[config.mk]
export PLATFORM = sky130hd
export DESIGN_NAME = pcib_ctl_top
export DESIGN_NICKNAME = d
export VERILOG_FILES = /design/src/rtl/pcib_ctl_pkg.sv /design/src/rtl/pcib_ctl_regs.sv /design/src/rtl/pcib_lane_swap.sv /design/src/rtl/pcib_irq_merge.sv /design/src/rtl/pcib_ctl_top.sv
export SDC_FILE = /design/constraint.sdc
export NUM_CORES = 1
export LEC_CHECK = 0
export CORE_MARGIN = 10
export CORE_UTILIZATION = 28
export CTS_CLUSTER_DIAMETER = 200
export DETAILED_ROUTE_END_ITERATION = 10
export DONT_BUFFER_PORTS = 1
export PLACE_DENSITY = 0.48
export SETUP_SLACK_MARGIN = 0.5
export SLEW_MARGIN = 20
export SYNTH_ARGS = -nofsm -noshare
export SYNTH_HDL_FRONTEND = slang
export SYNTH_HIERARCHICAL = 1
export SYNTH_SLANG_ARGS = --single-unit
[constraint.sdc]
create_clock -name clk -period 1.79 [get_ports clk]
set_input_delay 0 -clock clk [delete_from_list [all_inputs] [get_ports clk]]
set_output_delay 0 -clock clk [all_outputs]
set_load 0.02 [all_outputs]
[src/rtl/pcib_ctl_pkg.sv]
package pcib_ctl_pkg;

  localparam int unsigned CTL_ADDR_W = 16;
  localparam int unsigned CTL_REG_W  = 8;

  localparam logic [CTL_ADDR_W-1:0] OFF_MODE = 16'h0000;
  localparam logic [CTL_ADDR_W-1:0] OFF_IEN  = 16'h0010;

  localparam logic [CTL_REG_W-1:0] MODE_BIG_ENDIAN = 8'h02;
  localparam logic [CTL_REG_W-1:0] IEN_FORWARD     = 8'h01;

  typedef struct packed {
    logic [CTL_REG_W-1:0] mode;
    logic [CTL_REG_W-1:0] ien;
  } ctl_regs_t;

  // Swap is active only for the exact big-endian code.
  function automatic logic mode_is_big(input logic [CTL_REG_W-1:0] m);
    return (m == MODE_BIG_ENDIAN);
  endfunction

  // Forwarding is active only for the exact enable code.
  function automatic logic ien_is_on(input logic [CTL_REG_W-1:0] e);
    return (e == IEN_FORWARD);
  endfunction

endpackage

[src/rtl/pcib_ctl_regs.sv]
module pcib_ctl_regs
  import pcib_ctl_pkg::*;
#(
  parameter int unsigned ADDR_W = CTL_ADDR_W,
  parameter int unsigned REG_W  = CTL_REG_W
) (
  input  logic              clk,
  input  logic              rst_n,
  input  logic              wr_stb,
  input  logic [ADDR_W-1:0] addr,
  input  logic [REG_W-1:0]  wdata,
  output logic [REG_W-1:0]  rdata,
  output logic [REG_W-1:0]  mode_q,
  output logic [REG_W-1:0]  ien_q
);

  logic hit_mode;
  logic hit_ien;
  logic wr_mode;
  logic wr_ien;

  assign hit_mode = (addr == ADDR_W'(OFF_MODE));
  assign hit_ien  = (addr == ADDR_W'(OFF_IEN));
  assign wr_mode  = wr_stb && hit_mode;
  assign wr_ien   = wr_stb && hit_ien;

  always_ff @(posedge clk or negedge rst_n) begin
    if (!rst_n) begin
      mode_q <= '0;
      ien_q  <= '0;
    end else begin
      if (wr_mode) mode_q <= wdata;
      if (wr_ien)  ien_q  <= wdata;
    end
  end

  always_comb begin
    rdata = '0;
    if (hit_mode)     rdata = mode_q;
    else if (hit_ien) rdata = ien_q;
  end

  AST_MODE_LOAD: assert property (@(posedge clk) disable iff (!rst_n)
    wr_mode |=> (mode_q == $past(wdata)));
  AST_IEN_LOAD: assert property (@(posedge clk) disable iff (!rst_n)
    wr_ien |=> (ien_q == $past(wdata)));
  AST_MODE_HOLD: assert property (@(posedge clk) disable iff (!rst_n)
    !wr_mode |=> $stable(mode_q));
  AST_IEN_HOLD: assert property (@(posedge clk) disable iff (!rst_n)
    !wr_ien |=> $stable(ien_q));

endmodule

[src/rtl/pcib_lane_swap.sv]
module pcib_lane_swap #(
  parameter int unsigned LANES  = 4,
  parameter int unsigned LANE_W = 8,
  localparam int unsigned DW    = LANES * LANE_W
) (
  input  logic             swap_en,
  input  logic [DW-1:0]    data_in,
  input  logic [LANES-1:0] be_in,
  output logic [DW-1:0]    data_out,
  output logic [LANES-1:0] be_out
);

  logic [DW-1:0]    data_rev;
  logic [LANES-1:0] be_rev;

  for (genvar i = 0; i < LANES; i++) begin : g_lane
    assign data_rev[i*LANE_W +: LANE_W] = data_in[(LANES-1-i)*LANE_W +: LANE_W];
    assign be_rev[i]                    = be_in[LANES-1-i];
  end

  assign data_out = swap_en ? data_rev : data_in;
  assign be_out   = swap_en ? be_rev   : be_in;

endmodule

[src/rtl/pcib_irq_merge.sv]
module pcib_irq_merge #(
  parameter int unsigned NUM_IRQ     = 4,
  parameter int unsigned SYNC_STAGES = 2
) (
  input  logic               clk,
  input  logic               rst_n,
  input  logic               fwd_en,
  input  logic [NUM_IRQ-1:0] irq_n_raw,
  output logic               irq_out
);

  logic [NUM_IRQ-1:0] sync_q [SYNC_STAGES];
  logic [NUM_IRQ-1:0] src_act;
  logic               any_act;

  for (genvar s = 0; s < SYNC_STAGES; s++) begin : g_sync
    always_ff @(posedge clk or negedge rst_n) begin
      if (!rst_n) sync_q[s] <= '1;
      else if (s == 0) sync_q[s] <= irq_n_raw;
      else sync_q[s] <= sync_q[(s == 0) ? 0 : s-1];
    end
  end

  assign src_act = ~sync_q[SYNC_STAGES-1];
  assign any_act = |src_act;

  always_ff @(posedge clk or negedge rst_n) begin
    if (!rst_n) irq_out <= 1'b0;
    else        irq_out <= fwd_en && any_act;
  end

  AST_IRQ_GATED_OFF: assert property (@(posedge clk) disable iff (!rst_n)
    !fwd_en |=> !irq_out);
  AST_IRQ_RAISE: assert property (@(posedge clk) disable iff (!rst_n)
    (fwd_en && any_act) |=> irq_out);
  AST_IRQ_RELEASE: assert property (@(posedge clk) disable iff (!rst_n)
    !any_act |=> !irq_out);

endmodule

[src/rtl/pcib_ctl_top.sv]
module pcib_ctl_top
  import pcib_ctl_pkg::*;
#(
  parameter int unsigned LANES       = 4,
  parameter int unsigned LANE_W      = 8,
  parameter int unsigned NUM_IRQ     = 4,
  parameter int unsigned SYNC_STAGES = 2,
  parameter int unsigned ADDR_W      = CTL_ADDR_W,
  parameter int unsigned REG_W       = CTL_REG_W,
  localparam int unsigned DW         = LANES * LANE_W
) (
  input  logic               clk,
  input  logic               rst_n,
  input  logic               reg_wr,
  input  logic [ADDR_W-1:0]  reg_addr,
  input  logic [REG_W-1:0]   reg_wdata,
  output logic [REG_W-1:0]   reg_rdata,
  input  logic [DW-1:0]      h2p_data_in,
  input  logic [LANES-1:0]   h2p_be_in,
  output logic [DW-1:0]      h2p_data_out,
  output logic [LANES-1:0]   h2p_be_out,
  input  logic [DW-1:0]      p2h_data_in,
  input  logic [LANES-1:0]   p2h_be_in,
  output logic [DW-1:0]      p2h_data_out,
  output logic [LANES-1:0]   p2h_be_out,
  input  logic [NUM_IRQ-1:0] pci_int_n,
  output logic               host_irq
);

  ctl_regs_t regs;
  logic      big_mode;
  logic      fwd_on;

  pcib_ctl_regs #(.ADDR_W(ADDR_W), .REG_W(REG_W)) u_regs (
    .clk    (clk),
    .rst_n  (rst_n),
    .wr_stb (reg_wr),
    .addr   (reg_addr),
    .wdata  (reg_wdata),
    .rdata  (reg_rdata),
    .mode_q (regs.mode),
    .ien_q  (regs.ien)
  );

  assign big_mode = mode_is_big(regs.mode);
  assign fwd_on   = ien_is_on(regs.ien);

  pcib_lane_swap #(.LANES(LANES), .LANE_W(LANE_W)) u_swap_h2p (
    .swap_en  (big_mode),
    .data_in  (h2p_data_in),
    .be_in    (h2p_be_in),
    .data_out (h2p_data_out),
    .be_out   (h2p_be_out)
  );

  pcib_lane_swap #(.LANES(LANES), .LANE_W(LANE_W)) u_swap_p2h (
    .swap_en  (big_mode),
    .data_in  (p2h_data_in),
    .be_in    (p2h_be_in),
    .data_out (p2h_data_out),
    .be_out   (p2h_be_out)
  );

  pcib_irq_merge #(.NUM_IRQ(NUM_IRQ), .SYNC_STAGES(SYNC_STAGES)) u_irq (
    .clk       (clk),
    .rst_n     (rst_n),
    .fwd_en    (fwd_on),
    .irq_n_raw (pci_int_n),
    .irq_out   (host_irq)
  );

  AST_BE_COUNT: assert property (@(posedge clk) disable iff (!rst_n)
    $countones(h2p_be_out) == $countones(h2p_be_in));
  AST_PASS_H2P: assert property (@(posedge clk) disable iff (!rst_n)
    !big_mode |-> (h2p_data_out == h2p_data_in));
  AST_PASS_P2H: assert property (@(posedge clk) disable iff (!rst_n)
    !big_mode |-> (p2h_data_out == p2h_data_in));
  AST_SWAP_LSB: assert property (@(posedge clk) disable iff (!rst_n)
    big_mode |-> (p2h_data_out[LANE_W-1:0] == p2h_data_in[DW-1 -: LANE_W]));

endmodule

# Yosys cells after proc, flatten, opt, wreduce, memory -nomap -nowiden
# Index checks and enable logic that the tools add are counted.
# classes
n_eq_ne	3
muxes	6
n_reduce_logical	5
bitwise_logic	1
# ops
cell	n
$mux 32	2
$eq 16x5->1 const B	1
$logic_not 16->1	1
$mux 8	2
$eq 8x1->1 const B	1
$eq 8x2->1 const B	1
$mux 4	2
$not 4->4	1
$reduce_or 4->1	1
$logic_and 1x1->1	3
# totals
elab_cells	20
inputBits	103
regBits	25

# Longest topological paths before layout
# Gate-level depths: netlist (run 1).
# logic_depth
depth_word	3
depth_mapped	5
mapped_depth_nobuf	4

# Hierarchy
# The synthesis (run 1) kept the hierarchy.
# modules_own_cells
module	cells_per_inst	area_each_um2	instances
pcib_lane_swap	40	589.3	2
pcib_ctl_regs	52	734.5	1
pcib_irq_merge	11	255.2	1
pcib_ctl_top	6	40.0	1

# Worst setup path after synthesis (run 1)
# No wires, ideal clock.
# synth_timing
kind	register -> output
from	register u_regs.mode_q[7]
to	output port h2p_be_out[0]
n_path_buf	2
setup_slack_ns	0.287
arrival_ns	1.503
path_stages_with_launch	6
cell_sequence	dfrtp_1 -> nor4_1 -> and4b_1 -> buf_6 -> buf_12 -> mux2_4
# synth_between
elab_chain_cells	2
# synth_lines
item	line	text
start: declaration	pcib_ctl_regs.sv:13	output logic [REG_W-1:0] mode_q,
start signal: assignment	pcib_ctl_regs.sv:32	if (wr_mode) mode_q <= wdata;
$eq 8x2->1	pcib_ctl_pkg.sv:19	return (m == MODE_BIG_ENDIAN);
net big_mode	pcib_ctl_top.sv:31	logic big_mode;
$mux 4	pcib_lane_swap.sv:22	assign be_out = swap_en ? be_rev : be_in;
end: declaration	pcib_ctl_top.sv:21	output logic [LANES-1:0] h2p_be_out,
# The timed path passes the listed nets, and every way through them passes these cells.

# Worst setup path in the final report (run 1)
# layout_timing
from	register u_regs.mode_q[7]
to	output port h2p_data_out[21]
# layout_between
elab_chain_cells	2
# layout_lines
item	line	text
$eq 8x2->1	pcib_ctl_pkg.sv:19	
net big_mode	pcib_ctl_top.sv:31	
$mux 32	pcib_lane_swap.sv:21	assign data_out = swap_en ? data_rev : data_in;
end: declaration	pcib_ctl_top.sv:20	output logic [DW-1:0] h2p_data_out,
# The timed path passes the listed nets, and every way through them passes these cells.

==> results.tsv, run 1 <==
metric	value	unit
worst hold slack	147	ps
Max Cap Viol	0	
antenna diode count	0	
CTS sink count	25	
Final nets	278	
Worst R2R Path Depth	4	
Mapped Cells	149	
data arrival time of the critical path	1900	ps
Final Max Slew Viols	0	
Clock power frac	27.2	%
sequential share of power	47.2	%
antenna violations before repair	0	
GR Util All Layers	11.2	%
Crit Path Class	flip-flop to output port	
Final Hold Fails	0	
Routed Antenna Nets	0	
CP Capture Type	output port	
wire per inst	27.5	microns
Max Clock Skew	0.960	ps
startpoint types	flip-flop	
pin count of the biggest net entering global routing	26	
Clock transition at path regs	80	ps
Mean Syn Cell Area	14.8	sq um
vias in the first global route	1581	
Syn-to-layout area delta	28.7	%
cell internal pwr	881	uW
Worst Hold Path Cells	3	
final worst-path cycle share	106	%
worst r2r src	u_regs/ien_q[5]	
share of cells above drive strength 1	74.1	%
CTS root buffer	clkbuf_8	
RR Endpoint	u_irq/irq_out	
Reg2Reg Setup Slack	530	ps
I/O Buffers	0	
syn_nets	252	
PwrDens	435	nW/um^2
chip height	109	microns
synth warn	6	
Max Freq	526	MHz
Finished Cell Area	2840	sq um
Die ar.	11800	sq um
via count	1465	
synthesized flop and latch total	25	
RSZ-0062 raised after global routing	true	
CTS Buf Count	3	
HP Class	input pin to flip-flop	
overall routed net length	7590	microns
highest metal used	met4	
Leak	0.00121	uW
min Tclk post-route	1900	ps
pre-CTS WS	97.6	ps
first-pass GRT wire length	10500	microns
core area	7690	sq um
Multi-input gate area	1550	sq um
Clock Latency Late Sink	270	ps
die extent in x	109	microns
setup_tns	-6410	ps
number of setup violations in the final report	72	
Fillers	729	
Sw Share	28.8	%
worst path required time	1790	ps
global route overflow	0	
Cell Area, Synth	2210	sq um
register area	636	sq um
WHS Endpoint	u_regs/mode_q[6]	
Comb power frac	25.5	%
post-synthesis sequential area ratio	28.8	%
Slew Limit Headroom	64.8	%
Psw	356	uW
failing checks	setup timing	
Slew @ Worst Pin	527	ps
Final WS setup	-110	ps
Hold Crit Start	reg_addr[4]	
Max FO, Critical Path	9	
met1 wire length	2270	microns
Max VDD drop	0.764	mV
H-tree depth	1	
Vias/cell	5.31	
Unique masters post-synth	20	
gpl congestion	0.807	
IO Count	184	
1st-iter DRT viols	20	
Longest Clk Path Bufs	2	
metal2 WL	3990	microns
CTS tree	yes	
row count	32	
Worst Setup SP	u_regs/mode_q[7]	
Post-route DRC	0	
outcome	finished with violations	
met3 WL post-DR	1210	microns
router iterations before antenna repair	4	
Post-DP Area	2310	sq um
Starting Density	28.7	%
## power by group through the flow
stage	logic, uW	clock network (uW)	registers (uW)
global route	328	380	585
finish	316	337	584
floorplan	245	0	594
detailed placement	273	0	595
CTS	319	343	584
global placement	272	0	594
## area by class of cell
type                       instances  area share (%)
timing repair buffer              31            16.6
inverter                           1           0.132
clock inverter                     1           0.264
tap                              102            4.49
multi-input combinational        113            54.7
sequential                        25            22.4
clock buffer                       3            1.45
## stage by stage
step                      total power, uW  util, %  cells
after floorplan                       839        -    149
after global placement                867     30.0    244
after detailed placement              868     30.0    244
after CTS                            1250     35.3    270
after global routing                 1290     37.0    276
final                                1240     37.0    276
## layer usage
layer | vias to the layer above | global-route usage, %
met1 | 725 | 9.87
met4 | 0 | 2.54
met3 | 8 | 6.19
li1 | 625 | -
met5 | - | 0
met2 | 107 | 21.6
## how the worst max path moves through the flow
| stage | to | cells past startpoint |
|---|---|---|
| 3_5_place_dp | h2p_data_out[0] | 4 |
| 6_report | h2p_data_out[21] | 5 |
| 2_1_floorplan | h2p_be_out[0] | 5 |
| 4_1_cts | h2p_data_out[16] | 5 |
| 3_3_place_gp | h2p_data_out[31] | 4 |
| 5_1_grt | h2p_data_out[23] | 5 |
## sequential cells by signal, summed over array words and instances, names as in the netlist
name / cells
u_irq/irq_out: 1
u_irq/sync_q: 8
u_regs/ien_q: 8
u_regs/mode_q: 8
## worst max-delay path, cell delays in order (launching register included)
cell	delay (ps)
dfrtp_1	390
nor4_2	260
and4b_4	320
buf_12	150
clkbuf_16	170
mux2_4	340
## logic make-up after synthesis
logic type      count (synthesis)  share of synthesized area, %
buf+inv                        11                          7.03
flops                          25                          28.8
simple gates                   16                          5.21
mux                            88                          55.1
compound gates                  9                          3.91
## cell usage after synthesis
cell type   n  area [sq um]
a22o_1      8          70.1
a41oi_2     1          16.3
and2_1      1          6.26
and3_1      1          6.26
and4_2      1          10.0
and4b_1     2          20.0
buf_12      6           120
buf_2       1          5.00
buf_6       2          22.5
clkbuf_1    1          3.75
dfrtp_1    17           425
dfstp_2     8           210
inv_1       1          3.75
mux2_2     28           315
mux2_4     60           901
nand4_1     1          6.26
nor2_1      3          11.3
nor3_1      1          5.00
nor3b_4     1          18.8
nor4_1      5          31.3
## cell usage in the layout, fill, tap and decap left out, types with 3 or more instances in the layout
master	synthesis	routed
mux2_2	28	9
buf_4	0	3
dfstp_2	8	8
buf_16	0	5
a22o_1	8	7
mux2_4	60	79
dlygate4sd3_1	0	13
dfrtp_1	17	17
clkbuf_16	0	4
clkbuf_8	0	3
nor4_4	0	3
## repair_timing
item / CTS / global route
hold endpoints to repair: 45 / 17
buffers inserted: 5 / 0
pin swaps: 1 / 1
hold buffers: 13 / 1
gates resized for setup: 20 / 5
gates cloned: 4 / 5
setup endpoints to repair: 80 / 80
No activity file was read; power rests on OpenSTA's default activity.
==> run 2, diff against run 1 <==
--- a/config.mk
+++ b/config.mk
@@ -5,12 +5,11 @@
 export SDC_FILE = /design/constraint.sdc
 export NUM_CORES = 1
 export LEC_CHECK = 0
-export CORE_MARGIN = 10
-export CORE_UTILIZATION = 28
+export CORE_UTILIZATION = 35
 export CTS_CLUSTER_DIAMETER = 200
 export DETAILED_ROUTE_END_ITERATION = 10
 export DONT_BUFFER_PORTS = 1
-export PLACE_DENSITY = 0.48
+export PLACE_DENSITY = 0.56
 export SETUP_SLACK_MARGIN = 0.5
 export SLEW_MARGIN = 20
 export SYNTH_ARGS = -nofsm -noshare
==> run 2 against run 1 <==
Net effect: register-to-register slack improved by 30 ps; non-clock buffer count up 7; the run still ends with setup timing left; critical path depth grew 1; sequential cell count did not move; core utilization grew 11 points; highest routed layer unchanged; via count is 0.48% higher; clock skew barely moved; largest power group unchanged; routed wire length fell by 17%; clock-buffer cell count stayed put; final area up 0.31%; final cell count shrank 7.2%; largest cell class unchanged.
==> results.tsv, run 2 (synthesis gave the netlist of run 1 again) <==
metric	value	unit	change
outcome	finished with violations		
failing checks	setup timing		
vias in the first global route	1600		+1.2%
I/O Buffers	0		unchanged
worst path required time	1790	ps	about the same
first-pass GRT wire length	8770	microns	-16%
wire per inst	24.6	microns	-10%
HP Class	input pin to flip-flop		
GR Util All Layers	18.0	%	+6.8 points
Max VDD drop	0.609	mV	-20%
die extent in x	81.4	microns	-25%
Max Cap Viol	0		unchanged
post-layout util	47.6	%	+11 points
antenna violations before repair	0		unchanged
H-tree depth	1		unchanged
Max Freq	501	MHz	-4.9%
Final Hold Fails	0		unchanged
commonest non-fill, non-tap cell in the layout	mux2_4		
Clock Latency Late Sink	270	ps	about the same
Max Clock Skew	0.755	ps	-0.205 ps
Leak	0.00124	uW	+2.9%
number of setup violations in the final report	72		unchanged
RSZ-0062 raised after global routing	true		
Top Registers	u_irq/sync_q (8), u_regs/ien_q (8), u_regs/mode_q (8)		
core area	5990	sq um	-22%
Final WS setup	-207	ps	-97.0 ps
data arrival time of the critical path	2000	ps	+100 ps
Post-route DRC	0		unchanged
most frequent cells in the layout	79 x mux2_4, 17 x dfrtp_1, 13 x dlygate4sd3_1, 9 x buf_4, 9 x mux2_2		
Crit Path Class	flip-flop to output port		
Vias/cell	5.75		+8.3%
Clock transition at path regs	90	ps	about the same
setup_tns	-12750	ps	-6340 ps
Worst Hold Path Cells	3		unchanged
Final nets	285		+2.5%
Slew Limit Headroom	64.7	%	-0.19 points
Max FO, Critical Path	5		-4
register area	636	sq um	unchanged
Slew @ Worst Pin	530	ps	+2.79 ps
Multi-input gate area	1560	sq um	+0.48%
1st-iter DRT viols	16		-20%
CTS sink count	25		unchanged
router iterations before antenna repair	4		unchanged
CP Capture Type	output port		
CTS root buffer	clkbuf_8		
Routed Antenna Nets	0		unchanged
min Tclk post-route	2000	ps	+97.0 ps
via count	1472		+0.48%
CTS Buf Count	3		unchanged
Die ar.	6630	sq um	-44%
Starting Density	36.9	%	+8.1 points
Final Max Slew Viols	0		unchanged
IO Count	184		unchanged
share of cells above drive strength 1	74.6	%	+0.45 points
pre-CTS WS	21.5	ps	-76.0 ps
chip height	81.4	microns	-25%
startpoint types	flip-flop		
Longest Clk Path Bufs	2		unchanged
antenna diode count	0		unchanged
pin count of the biggest net entering global routing	26		unchanged
row count	28		-13%
CTS tree	yes		
gpl congestion	0.886		+9.8%
Final Power	1230	uW	-0.30%
Syn-to-layout area delta	29.1	%	
Worst R2R Path Depth	4		unchanged
overall routed net length	6310	microns	-17%
final worst-path cycle share	112	%	+5.4 points
hpwl dp	4950	microns	
global route overflow	0		unchanged
PwrDens	432	nW/um^2	-0.60%
Fillers	510		-30%
run 2: timing repair:
action | in CTS | in global routing
setup endpoints to repair | 80 | 78
pin swaps | 2 | 3
endpoints found under the hold margin | 45 | 17
resized for setup | 30 | 5
setup buffers | 9 | 3
hold buffers | 13 | 1
gates cloned | 3 | 2
run 2: worst paths after layout:
path,slack [ps],from,endpoint
min reg2reg,360,u_irq/sync_q[7],u_irq/sync_q[3]
max,-210,u_regs/mode_q[6],h2p_data_out[1]
min,90,reg_addr[4],u_regs/mode_q[5]
max in group asynchronous,1200,rst_n,u_irq/sync_q[6]
max reg2reg,560,u_regs/ien_q[5],u_irq/irq_out
min in group asynchronous,220,rst_n,u_regs/ien_q[3]
run 2: layer usage:
| metal | part of all wire, % | routed length, microns | global-route usage [%] |
|---|---|---|---|
| met1 | 33 | 2090 | 18.3 |
| met2 | 57 | 3620 | 36.1 |
| met4 | 0.79 | 50 | 4.82 |
| met3 | 8.7 | 549 | 4.11 |
| met5 | 0 | 0 | 0 |
run 2: layout make-up:
type	instances	area share (%)
multi-input combinational	113	54.8
inverter	1	0.132
clock buffer	3	1.45
timing repair buffer	38	17.8
clock inverter	1	0.263
sequential	25	22.3
tap	75	3.29
run 2: metrics by stage:
step	hold WS (ps)	instances	cell area, sq um
after CTS	-13.2	250	2750
after floorplan	-296	149	2280
after detailed placement	-295	221	2300
final	92.8	256	2850
after global routing	99.5	256	2850
after global placement	-295	221	2300
run 2: power by group:
group / switching, uW / total [uW] / internal [uW]
logic: 168 / 309 / 142
registers: 3.68 / 585 / 581
clock network: 181 / 339 / 158
run 2: critical path, cell delays in order, from the launching register on:
cell and delay, ps:
dfrtp_1 440, nor4_4 280, and4b_4 290, buf_12 110, buf_12 130, buf_8 120, mux2_4 350
